===== config.mk =====
export PLATFORM = sky130hd
export DESIGN_NAME = tlb_top
export DESIGN_NICKNAME = d
export VERILOG_FILES = /design/src/rtl/tlb_pkg.sv /design/src/rtl/tlb_datapath.sv /design/src/rtl/tlb_control.sv /design/src/rtl/tlb_top.sv
export SDC_FILE = /design/constraint.sdc
export NUM_CORES = 1
export LEC_CHECK = 0
export ABC_CLOCK_PERIOD_IN_PS = 16600
export BUFFER_PORTS_ARGS = -buffer_cell sky130_fd_sc_hd__buf_2
export CAP_MARGIN = 25
export CORE_UTILIZATION = 25
export DETAILED_ROUTE_END_ITERATION = 6
export GPL_ROUTABILITY_DRIVEN = 0
export PLACE_DENSITY_LB_ADDON = 0.1
export SYNTH_ARGS = -nofsm -noshare
export SYNTH_HDL_FRONTEND = slang
export SYNTH_SLANG_ARGS = --single-unit

===== constraint.sdc =====
create_clock -name clk -period 16.6 [get_ports clk]
set_clock_uncertainty 0.2 [all_clocks]
set_input_delay 0.83 -clock clk [delete_from_list [all_inputs] [get_ports clk]]
set_output_delay 0.83 -clock clk [all_outputs]
set_load 0.03 [all_outputs]

===== src/rtl/tlb_pkg.sv =====
package tlb_pkg;
  localparam int MAX_ENTRIES = 64;
  localparam int MAX_IDX_W   = 6;

  typedef enum logic [2:0] {
    OP_INSERT     = 3'd0,
    OP_DEMAP_PAGE = 3'd1,
    OP_DEMAP_CTX  = 3'd2,
    OP_DEMAP_PART = 3'd3,
    OP_INV_ALL    = 3'd4
  } tlbOp_e;

  // Strobes from control to datapath
  typedef struct packed {
    logic                 wrEn;
    logic [MAX_IDX_W-1:0] wrIdx;
    logic                 clrPage;
    logic                 clrCtx;
    logic                 clrPart;
    logic                 clrAll;
  } tlbStrobe_t;
endpackage


===== src/rtl/tlb_datapath.sv =====
module tlb_datapath
  import tlb_pkg::*;
#(
  parameter int NUM_ENTRIES = 8,
  parameter int VA_W        = 32,
  parameter int PA_W        = 32,
  parameter int PART_W      = 8,
  parameter int CTX_W       = 16,
  parameter int BASE_SHIFT  = 12,
  parameter int SZ_STEP     = 3,
  localparam int IDX_W      = (NUM_ENTRIES > 1) ? $clog2(NUM_ENTRIES) : 1,
  localparam int OFF_W      = BASE_SHIFT + SZ_STEP * 3
) (
  input  logic              clk,
  input  logic              rst,
  input  tlbStrobe_t        strobe,
  input  logic [VA_W-1:0]   cmdVa,
  input  logic [PART_W-1:0] cmdPart,
  input  logic [CTX_W-1:0]  cmdCtx,
  input  logic              cmdReal,
  input  logic              cmdLocked,
  input  logic [1:0]        cmdSize,
  input  logic [PA_W-1:0]   cmdPa,
  input  logic [VA_W-1:0]   lkVa,
  input  logic [PART_W-1:0] lkPart,
  input  logic [CTX_W-1:0]  lkCtx,
  input  logic              lkReal,
  output logic [NUM_ENTRIES-1:0] validVec,
  output logic [NUM_ENTRIES-1:0] lockedVec,
  output logic              lkHit,
  output logic [IDX_W-1:0]  lkIdx,
  output logic [PA_W-1:0]   lkPaddr,
  output logic              lkLocked
);
  logic [NUM_ENTRIES-1:0] entValid;
  logic [VA_W-1:0]   entVa   [NUM_ENTRIES];
  logic [PA_W-1:0]   entPa   [NUM_ENTRIES];
  logic [PART_W-1:0] entPart [NUM_ENTRIES];
  logic [CTX_W-1:0]  entCtx  [NUM_ENTRIES];
  logic              entReal [NUM_ENTRIES];
  logic              entLock [NUM_ENTRIES];
  logic [1:0]        entSz   [NUM_ENTRIES];

  logic [VA_W-1:0]   vaMask  [NUM_ENTRIES];
  logic [PA_W-1:0]   paMask  [NUM_ENTRIES];
  logic [PA_W-1:0]   entXlat [NUM_ENTRIES];
  logic [NUM_ENTRIES-1:0] lkMatch, cmdPageHit, cmdCtxHit, cmdPartHit;

  for (genvar i = 0; i < NUM_ENTRIES; i++) begin : g_entry
    assign vaMask[i] = {VA_W{1'b1}} << (BASE_SHIFT + SZ_STEP * int'(entSz[i]));
    assign paMask[i] = {PA_W{1'b1}} << (BASE_SHIFT + SZ_STEP * int'(entSz[i]));

    assign lkMatch[i] = entValid[i] && (entPart[i] == lkPart) &&
                        (entReal[i] == lkReal) && (lkReal || entCtx[i] == lkCtx) &&
                        (((entVa[i] ^ lkVa) & vaMask[i]) == '0);
    assign cmdPageHit[i] = entValid[i] && (entPart[i] == cmdPart) &&
                           (entReal[i] == cmdReal) && (cmdReal || entCtx[i] == cmdCtx) &&
                           (((entVa[i] ^ cmdVa) & vaMask[i]) == '0);
    assign cmdCtxHit[i]  = entValid[i] && (entPart[i] == cmdPart) && (entCtx[i] == cmdCtx);
    assign cmdPartHit[i] = entValid[i] && (entPart[i] == cmdPart) && !entLock[i];

    assign entXlat[i] = (entPa[i] & paMask[i]) |
                        PA_W'(lkVa[OFF_W-1:0] & ~vaMask[i][OFF_W-1:0]);

    assign validVec[i]  = entValid[i];
    assign lockedVec[i] = entValid[i] && entLock[i];

    always_ff @(posedge clk) begin
      if (rst) begin
        entValid[i] <= 1'b0;
      end else if (strobe.wrEn && strobe.wrIdx == MAX_IDX_W'(i)) begin
        entValid[i] <= 1'b1;
      end else if (strobe.clrAll ||
                   (strobe.clrPage && cmdPageHit[i]) ||
                   (strobe.clrCtx  && cmdCtxHit[i])  ||
                   (strobe.clrPart && cmdPartHit[i])) begin
        entValid[i] <= 1'b0;
      end
    end

    always_ff @(posedge clk) begin
      if (strobe.wrEn && strobe.wrIdx == MAX_IDX_W'(i)) begin
        entVa[i]   <= cmdVa;
        entPa[i]   <= cmdPa;
        entPart[i] <= cmdPart;
        entCtx[i]  <= cmdCtx;
        entReal[i] <= cmdReal;
        entLock[i] <= cmdLocked;
        entSz[i]   <= cmdSize;
      end
    end
  end

  // lowest matching index wins
  always_comb begin
    lkHit    = 1'b0;
    lkIdx    = '0;
    lkPaddr  = '0;
    lkLocked = 1'b0;
    for (int i = NUM_ENTRIES - 1; i >= 0; i--) begin
      if (lkMatch[i]) begin
        lkHit    = 1'b1;
        lkIdx    = IDX_W'(i);
        lkPaddr  = entXlat[i];
        lkLocked = entLock[i];
      end
    end
  end
endmodule


===== src/rtl/tlb_control.sv =====
module tlb_control
  import tlb_pkg::*;
#(
  parameter int NUM_ENTRIES = 8,
  localparam int IDX_W      = (NUM_ENTRIES > 1) ? $clog2(NUM_ENTRIES) : 1
) (
  input  logic                   clk,
  input  logic                   rst,
  input  logic                   cmdValid,
  input  logic [2:0]             cmdOp,
  input  logic [NUM_ENTRIES-1:0] validVec,
  input  logic [NUM_ENTRIES-1:0] lockedVec,
  output logic                   cmdReady,
  output tlbStrobe_t             strobe,
  output logic                   flushOut
);
  logic             accept;
  logic             freeFound, vicFound;
  logic [IDX_W-1:0] freeIdx, vicIdx, rrPtr;

  assign cmdReady = 1'b1;
  assign accept   = cmdValid;

  always_comb begin
    freeFound = 1'b0;
    freeIdx   = '0;
    for (int i = NUM_ENTRIES - 1; i >= 0; i--) begin
      if (!validVec[i]) begin
        freeFound = 1'b1;
        freeIdx   = IDX_W'(i);
      end
    end
    vicFound = 1'b0;
    vicIdx   = '0;
    for (int k = NUM_ENTRIES - 1; k >= 0; k--) begin
      if (!lockedVec[(int'(rrPtr) + k) % NUM_ENTRIES]) begin
        vicFound = 1'b1;
        vicIdx   = IDX_W'((int'(rrPtr) + k) % NUM_ENTRIES);
      end
    end
  end

  always_comb begin
    strobe = '0;
    if (accept) begin
      case (cmdOp)
        OP_INSERT: begin
          strobe.wrEn  = freeFound || vicFound;
          strobe.wrIdx = MAX_IDX_W'(freeFound ? freeIdx : vicIdx);
        end
        OP_DEMAP_PAGE: strobe.clrPage = 1'b1;
        OP_DEMAP_CTX:  strobe.clrCtx  = 1'b1;
        OP_DEMAP_PART: strobe.clrPart = 1'b1;
        OP_INV_ALL:    strobe.clrAll  = 1'b1;
        default: ;
      endcase
    end
  end

  always_ff @(posedge clk) begin
    if (rst) begin
      rrPtr    <= '0;
      flushOut <= 1'b0;
    end else begin
      flushOut <= accept && (cmdOp <= OP_INV_ALL);
      if (accept && cmdOp == OP_INSERT && !freeFound && vicFound)
        rrPtr <= (vicIdx == IDX_W'(NUM_ENTRIES - 1)) ? '0 : vicIdx + 1'b1;
    end
  end
endmodule


===== src/rtl/tlb_top.sv =====
module tlb_top
  import tlb_pkg::*;
#(
  parameter int NUM_ENTRIES = 8,
  parameter int VA_W        = 32,
  parameter int PA_W        = 32,
  parameter int PART_W      = 8,
  parameter int CTX_W       = 16,
  localparam int IDX_W      = (NUM_ENTRIES > 1) ? $clog2(NUM_ENTRIES) : 1
) (
  input  logic              clk,
  input  logic              rst,
  input  logic              cmdValid,
  output logic              cmdReady,
  input  logic [2:0]        cmdOp,
  input  logic [VA_W-1:0]   cmdVa,
  input  logic [PART_W-1:0] cmdPart,
  input  logic [CTX_W-1:0]  cmdCtx,
  input  logic              cmdReal,
  input  logic              cmdLocked,
  input  logic [1:0]        cmdSize,
  input  logic [PA_W-1:0]   cmdPa,
  input  logic [VA_W-1:0]   lkVa,
  input  logic [PART_W-1:0] lkPart,
  input  logic [CTX_W-1:0]  lkCtx,
  input  logic              lkReal,
  output logic              lkHit,
  output logic [IDX_W-1:0]  lkIdx,
  output logic [PA_W-1:0]   lkPaddr,
  output logic              lkLocked,
  output logic              flushOut
);
  if (NUM_ENTRIES < 1 || NUM_ENTRIES > MAX_ENTRIES) begin : g_bad_size
    $error("tlb_top: NUM_ENTRIES must be within 1..64");
  end

  tlbStrobe_t             strobe;
  logic [NUM_ENTRIES-1:0] validVec, lockedVec;

  tlb_control #(.NUM_ENTRIES(NUM_ENTRIES)) u_ctrl (
    .clk, .rst, .cmdValid, .cmdOp, .validVec, .lockedVec,
    .cmdReady, .strobe, .flushOut
  );

  tlb_datapath #(
    .NUM_ENTRIES(NUM_ENTRIES), .VA_W(VA_W), .PA_W(PA_W),
    .PART_W(PART_W), .CTX_W(CTX_W)
  ) u_dp (
    .clk, .rst, .strobe,
    .cmdVa, .cmdPart, .cmdCtx, .cmdReal, .cmdLocked, .cmdSize, .cmdPa,
    .lkVa, .lkPart, .lkCtx, .lkReal,
    .validVec, .lockedVec, .lkHit, .lkIdx, .lkPaddr, .lkLocked
  );
endmodule


After elaboration in Yosys (flattened, before gate mapping)
Memories as Yosys holds them, arrays and structs flattened.
Index checks and enable logic that the tools add are counted.
- bitwise gates (word level): 71
- add/sub/neg operators: 16
- reduce and logical (&&, ||, !) cells: 256
- equal/unequal tests: 60
- multiplexer cells: 274
- $mul: 8
- shift operators: 8
- magnitude comparators: 9
- operator list (operator ; count):
    AND 32 bit ; 24
    2-to-1 mux 32 bit ; 22
    logical NOT 32 bit ; 16
    bitwise XOR 32 bit ; 16
    OR reduction 32 bit ; 14
    adder 5 x 32 -> 32 bit, first input constant ; 8
    AND 21 x 32 -> 32 bit ; 8
    equality test 16 bit ; 16
    NOT 21 -> 32 bit ; 8
    bitwise OR 32 bit ; 8
    left shift 32 x 32 -> 32 bit, first input constant ; 8
    2-to-1 mux 3 bit ; 75
    2-to-1 mux 1 bit ; 146
    equality test 8 bit ; 16
    logical AND 1 bit ; 124
    2-to-1 mux 16 bit ; 7
    OR reduction 16 bit ; 7
    2-to-1 mux 8 bit ; 7
    OR reduction 8 bit ; 7
    logical OR 1 bit ; 41
    less-than comparator 4 x 5 -> 1 bit, second input constant ; 7
    multiplier 2 x 2 -> 4 bit, first input constant ; 8
    binary-select mux 1 bit (select 3 bit) ; 8
    equality test 6 x 3 -> 1 bit, second input constant ; 4
    22 further kinds ; 97
- word-level logic and storage cells: 719
- bits of input ports: 155
- memory bits (writable): 736
- memories: 7
- output and inout bits: 39
- bits in registers: 12
- memory list (memory ; words ; bits a word ; read ports ; clocked after Yosys merged registers in ; write ports ; line ; RTL):
    u_dp.entPa ; 8 ; 32 ; 8 ; 0 ; 1 ; tlb_datapath.sv:37 ; logic [PA_W-1:0] entPa [NUM_ENTRIES];
    u_dp.entVa ; 8 ; 32 ; 8 ; 0 ; 1 ; tlb_datapath.sv:36 ; logic [VA_W-1:0] entVa [NUM_ENTRIES];
    u_dp.entCtx ; 8 ; 16 ; 8 ; 0 ; 1 ; tlb_datapath.sv:39 ; logic [CTX_W-1:0] entCtx [NUM_ENTRIES];
    u_dp.entPart ; 8 ; 8 ; 8 ; 0 ; 1 ; tlb_datapath.sv:38 ; logic [PART_W-1:0] entPart [NUM_ENTRIES];
    u_dp.entSz ; 8 ; 2 ; 8 ; 0 ; 1 ; tlb_datapath.sv:42 ; logic [1:0] entSz [NUM_ENTRIES];
    u_dp.entLock ; 8 ; 1 ; 8 ; 0 ; 1 ; tlb_datapath.sv:41 ; logic entLock [NUM_ENTRIES];
    1 more memories ; -- ; -- ; -- ; -- ; -- ; -- ;

Longest topological paths before layout
- word-level depth: 29
- mapped depth: 16
- mapped depth without buffers: 14

Cells and area by module
From an unflattened synthesis, not the netlist that was laid out.
- cell total of the unflattened synthesis: 2770
- area total of the unflattened synthesis: 34605.7 µm²
- modules (own cells, without submodules) (module ; area an instance (µm²) ; sequential area each (µm²) ; cells an instance ; times used):
    tlb_datapath ; 33377.0 ; 18898.1 ; 2624 ; 1
    tlb_control ; 1228.7 ; 80.1 ; 146 ; 1

Least setup slack after synthesis
OpenSTA, ideal clock, no wires.
- path kind: register -> register
- from: register u_ctrl.rrPtr[1]
- to: memory u_dp.entCtx[0][0] (enable)
- path buffers: 2
- library setup time: 0.515 ns
- path slack: 9.707 ns
- arrival time: 6.178 ns
- clock period less this slack: 6.893 ns
- stages on the path, launching flop included: 13
- data required time: 15.885 ns
- path through: dfxtp_1 inv_1 clkbuf_1 ha_1 clkbuf_1 mux4_2 a22o_1 a2111o_1 nand3_1 a31o_2 a211o_1 nand3_1 nor2_1
- longest elaborated chain between the ends: 27
- elaborated cells between the ends (all ways): 103
- classes of those cells: 7 x add/sub; 7 x eq/ne; 72 x mux; 17 x reduce/logical
- ends and longest elaborated chain (item ; line ; RTL):
    start, declared ; tlb_control.sv:19 ; logic [IDX_W-1:0] freeIdx, vicIdx, rrPtr;
    start signal, assigned ; tlb_control.sv:67 ; rrPtr <= (vicIdx == IDX_W'(NUM_ENTRIES - 1)) ? '0 : vicIdx + 1'b1;
    adder 3 bit ; tlb_control.sv:36, tlb_control.sv:38 ;
    binary-select mux 1 bit (select 3 bit) ; tlb_control.sv:36 ; if (!lockedVec[(int'(rrPtr) + k) % NUM_ENTRIES]) begin
    2-to-1 mux 1 bit (implied by the code) (2 in a row) ; tlb_control.sv:36 ;
    2-to-1 mux 3 bit (8 in a row) ; tlb_control.sv:36 ;
    2-to-1 mux 3 bit ; tlb_control.sv:49 ; strobe.wrIdx = MAX_IDX_W'(freeFound ? freeIdx : vicIdx);
    2-to-1 mux 7 bit (*) ; tlb_control.sv:46 ; case (cmdOp)
    2-to-1 mux 11 bit (*) ; tlb_control.sv:45 ; if (accept) begin
    equality test 6 x 1 -> 1 bit ; tlb_datapath.sv:82 ; if (strobe.wrEn && strobe.wrIdx == MAX_IDX_W'(i)) begin
    logical AND 1 bit ; tlb_datapath.sv:82 ;
    2-to-1 mux 1 bit ; tlb_datapath.sv:82 ;
    2-to-1 mux 1 bit (implied by the code) ; tlb_datapath.sv:86 ; entCtx[i] <= cmdCtx;
    OR reduction 16 bit (no line) ; -- ;
    2-to-1 mux 3 bit (no line) / 2-to-1 mux 1 bit (equally long branches) (7 in a row) ; -- ;
    end, declared ; tlb_datapath.sv:39 ;
Every way passes the cells marked *; elsewhere a longest branch is shown, timed or not. The select of a mux whose other input is x is not followed.

==> key figures <==
STA
  • Max-slew violations: 0
  • Final hold viol count: 0
  • RSZ-0062 raised after global routing: false
  • Tcrit/Tclk final: 41.4%
  • Max-slew headroom: 16.6%
  • Fmax: 0.146 GHz
  • Final setup vio count: 0
  • Slew @ Worst Pin: 1240 ps
  • Fin crit period: 6870 ps
  • TNS Setup: 0 ps

Power
  • Maximum vdd drop: 0.0000681 V
  • Switching pwr: 0.000884 W
  • Power per Cell Area: 94.4 nW/um^2
  • Combinational power share: 6.4%
  • Switch share: 23.8%
  • Part of the power in the clock network: 46.8%
  • Leak: 12.8 nW
  • Int Pwr: 0.00282 W
  • Flop pwr share: 46.7%

Synth
  • Synth Area in XOR/XNOR: 20.0%
  • Syn_nets: 2906
  • Syn Area/Cell: 12.5 um^2
  • Largest family of logic cells by synthesized area: XOR/XNOR gates
  • Adder-cell share of the synthesized area: 1.66%
  • Syn Inst Count: 2706
  • Yosys cell types: 92
  • Post-Synthesis Cell Area: 33900 um^2
  • Mux contribution to synthesized area: 4.00%
  • Post-synthesis sequential area ratio: 54.8%
  • Area share of the largest cell type after synthesis: 54.1%
  • Synth top area cells: edfxtp_1, xnor2_1, xor2_1, mux2i_1, ha_1
  • #FFs+latches synth: 622
  • Synth Area in Simple Gates: 8.70%
  • Count of flip-flops with a built-in enable after synthesis: 610
  • Fraction of registers with async set/reset: 0%
  • Ys Warns: 0
  • Complex-gate fraction of the synthesized area: 8.06%
  • Synth Flop Type: edfxtp_1
  • Area leader, netlist: edfxtp_1

Worst setup path
  • Critical path arrival: 5840 ps
  • Reg2reg path depth: 12
  • Critical path capture point type: primary output
  • Setup CP Type: flop to primary output
  • Critical R2R Launch: u_ctrl.rrPtr[0]
  • Critical Path RT: 15570 ps
  • R2R Setup Slk: 10450 ps
  • CP max FO: 38
  • Critical Path Start Type: flop
  • FF-to-FF End: u_dp.entCtx[0][59]

Floorplanning
  • Die height: 370 um
  • Top-Level Pins: 194
  • # rows: 134
  • DIE AREA: 137000 um^2
  • Core box area: 134000 um^2
  • Initial Util: 25.3%
  • Die W: 370 um

Route
  • Post-route DRC violation count: 0
  • WL per Instance: 29.0 um
  • Number of DRC markers in iteration 0: 2201
  • ANT nets after route: 0
  • Routed via count: 23100
  • Via density per instance: 4.94
  • Drt first pass iters: 5
  • Detailed Route WL: 136000 um

Worst hold path
  • Worst min-delay path category: input pin to flop
  • Hold EP: u_dp.entPa[0][8]
  • HP Start: cmdPa[8]
  • Hold Path Cell Cnt: 1

Run
  • Max Cap Viol: 0

Global routing
  • Gr usage total: 19.6%
  • Grt ovf: 0
  • Largest net degree at the start of global routing: 52
  • First-pass GRT wire length: 189000 um
  • Vias in the first global route: 23400
  • Initial antenna violation count: 27

Clocking
  • TritonCTS clock tree: done
  • CTS resizes: 0
  • Cts bufs inserted: 82
  • # clock sinks: 622
  • Clock Pin Slew Worst Setup and Hold Paths: 60 ps
  • Skew-Pair Late Insertion Delay: 660 ps
  • Htree depth: 3
  • CTS Buffer Depth: 3
  • Post-CTS Hold Fix Bufs: 0
  • Root Driver: clkbuf_16
  • Post-CTS setup buffers: 0

Layout
  • Final instance area: 39300 um^2
  • Final nets: 3052
  • Syn-to-layout area delta: 15.9%
  • Layout cells sized above 1: 15.3%
  • Filler instances: 13700

Place
  • Buffers on Ports: 180
  • Hpwl dp: 95600 um
  • Placement Cell Area: 36700 um^2

Outcome
  • Status: completed
==> registers in the layout, summed over array words and instances (netlist names) <==
name,count
u_ctrl.flushOut,1
u_ctrl.rrPtr,3
u_dp.entCtx,128
u_dp.entLock,8
u_dp.entPa,193
u_dp.entPart,64
u_dp.entReal,8
u_dp.entSz,16
u_dp.entVa,193
u_dp.validVec,8
==> power by group through the flow <==
stage | sequential (W) | clock, W | combinational, W
3_3_place_gp | 0.00176 | 0 | 0.000240
4_1_cts | 0.00173 | 0.00178 | 0.000243
5_1_grt | 0.00173 | 0.00183 | 0.000257
2_1_floorplan | 0.00176 | 0 | 0.000138
6_report | 0.00173 | 0.00174 | 0.000239
3_5_place_dp | 0.00176 | 0 | 0.000242
==> per-stage QoR <==
stage | power (W) | util (%) | setup slack [ps] | std cells | hold WS (ps)
2_1_floorplan | 0.00190 | - | 9710 | 2706 | 294
3_3_place_gp | 0.00200 | 27.4 | 10100 | 4531 | 382
3_5_place_dp | 0.00201 | 27.4 | 10110 | 4535 | 406
4_1_cts | 0.00376 | 29.3 | 9620 | 4683 | 79.9
5_1_grt | 0.00382 | 29.3 | 9510 | 4685 | 107
6_report | 0.00371 | 29.3 | 9730 | 4687 | 138
==> cell usage in the layout (no fill, tap or decap), drive strengths merged, types with 6 or more instances in the layout <==
cell type and instances:
a31oi 23, a211oi 14, o311a 6, buf 235
dfxtp 12, o21ai 58, o211ai 11, nand4 87
nor2 74, edfxtp 610, clkinv 29, a311o 18
a221o 10, a221oi 19, mux4 10, ha 45
bufinv 6, a2111oi 9, a21boi 11, mux2i 61
nand3 69, clkbuf 109, or2 10, and2 29
inv 41, or4 6, nor3 36, a21oi 80
o31ai 14, nor2b 9, o22ai 23, xor2 359
nand2 126, mux2 46, xnor2 413, nor4 83
==> cell usage after synthesis, drive strengths merged (12+ instances only) <==
master  instances
a21oi          80
nand4          87
ha             45
o22ai          23
nand3          69
dfxtp          12
nand2         126
mux2i          61
xor2          359
mux2           46
a211oi         14
o21ai          58
xnor2         413
edfxtp        610
and2           29
clkbuf         76
inv            40
a221oi         19
nor3           36
nor2           74
nor4           83
a31oi          23
a311o          18
buf            98
o31ai          14
==> worst max-delay path by stage <==
stage	to	slack, ps	start	cells after the start
2_1_floorplan	u_dp.entCtx[0][0]	9710	u_ctrl.rrPtr[1]	12
3_3_place_gp	lkPaddr[21]	10100	lkVa[13]	11
3_5_place_dp	lkPaddr[28]	10110	lkVa[13]	11
4_1_cts	lkPaddr[30]	9620	u_dp.entSz[0][5]	12
5_1_grt	lkPaddr[27]	9510	u_dp.entSz[0][3]	12
6_report	lkPaddr[15]	9730	u_dp.entSz[0][3]	12
==> layout make-up <==
| class | count | area [um^2] | area share, % |
|---|---|---|---|
| sequential | 622 | 18600 | 47.3 |
| tap | 1768 | 2210 | 5.63 |
| clock buffer | 109 | 2200 | 5.59 |
| antenna | 3 | 7.51 | 0.0191 |
| clock inverter | 39 | 347 | 0.883 |
| multi-input combinational | 1869 | 14500 | 36.8 |
| inverter | 41 | 154 | 0.392 |
| timing repair buffer | 236 | 1330 | 3.39 |
==> logic make-up (layout without fill, tap and decap cells) <==
group                    Yosys count  after routing
XOR/XNOR                         772            772
flip-flops                       622            622
AND/OR/NAND/NOR                  560            560
AO/OA/AOI/OAI                    374            374
buffers and inverters            215            425
multiplexers                     117            117
adder cells (fa/ha/maj)           45             45
other                              1              4
==> critical path: stages, from the launching register on <==
cell and delay [ps]:
edfxtp_1 490, ha_1 790, o21ai_1 230, buf_4 250, o21ai_0 250, nand3_1 220, or4_1 660, a2111oi_4 520
buf_4 610, inv_2 350, o21ai_0 250, o22ai_1 220, buf_2 280
==> metal layers <==
| metal | vias to the layer above | global-route usage [%] | share of wire (%) | wire (um) |
|---|---|---|---|---|
| met5 | - | 0 | 0.060 | 82 |
| met4 | 14 | 4.24 | 2.1 | 2910 |
| met3 | 156 | 3.00 | 5.0 | 6820 |
| met2 | 741 | 32.6 | 48 | 64700 |
| met1 | 11900 | 26.8 | 45 | 61500 |
| li1 | 10300 | - | - | - |
Note: power is estimated with default switching activity, not from simulation.
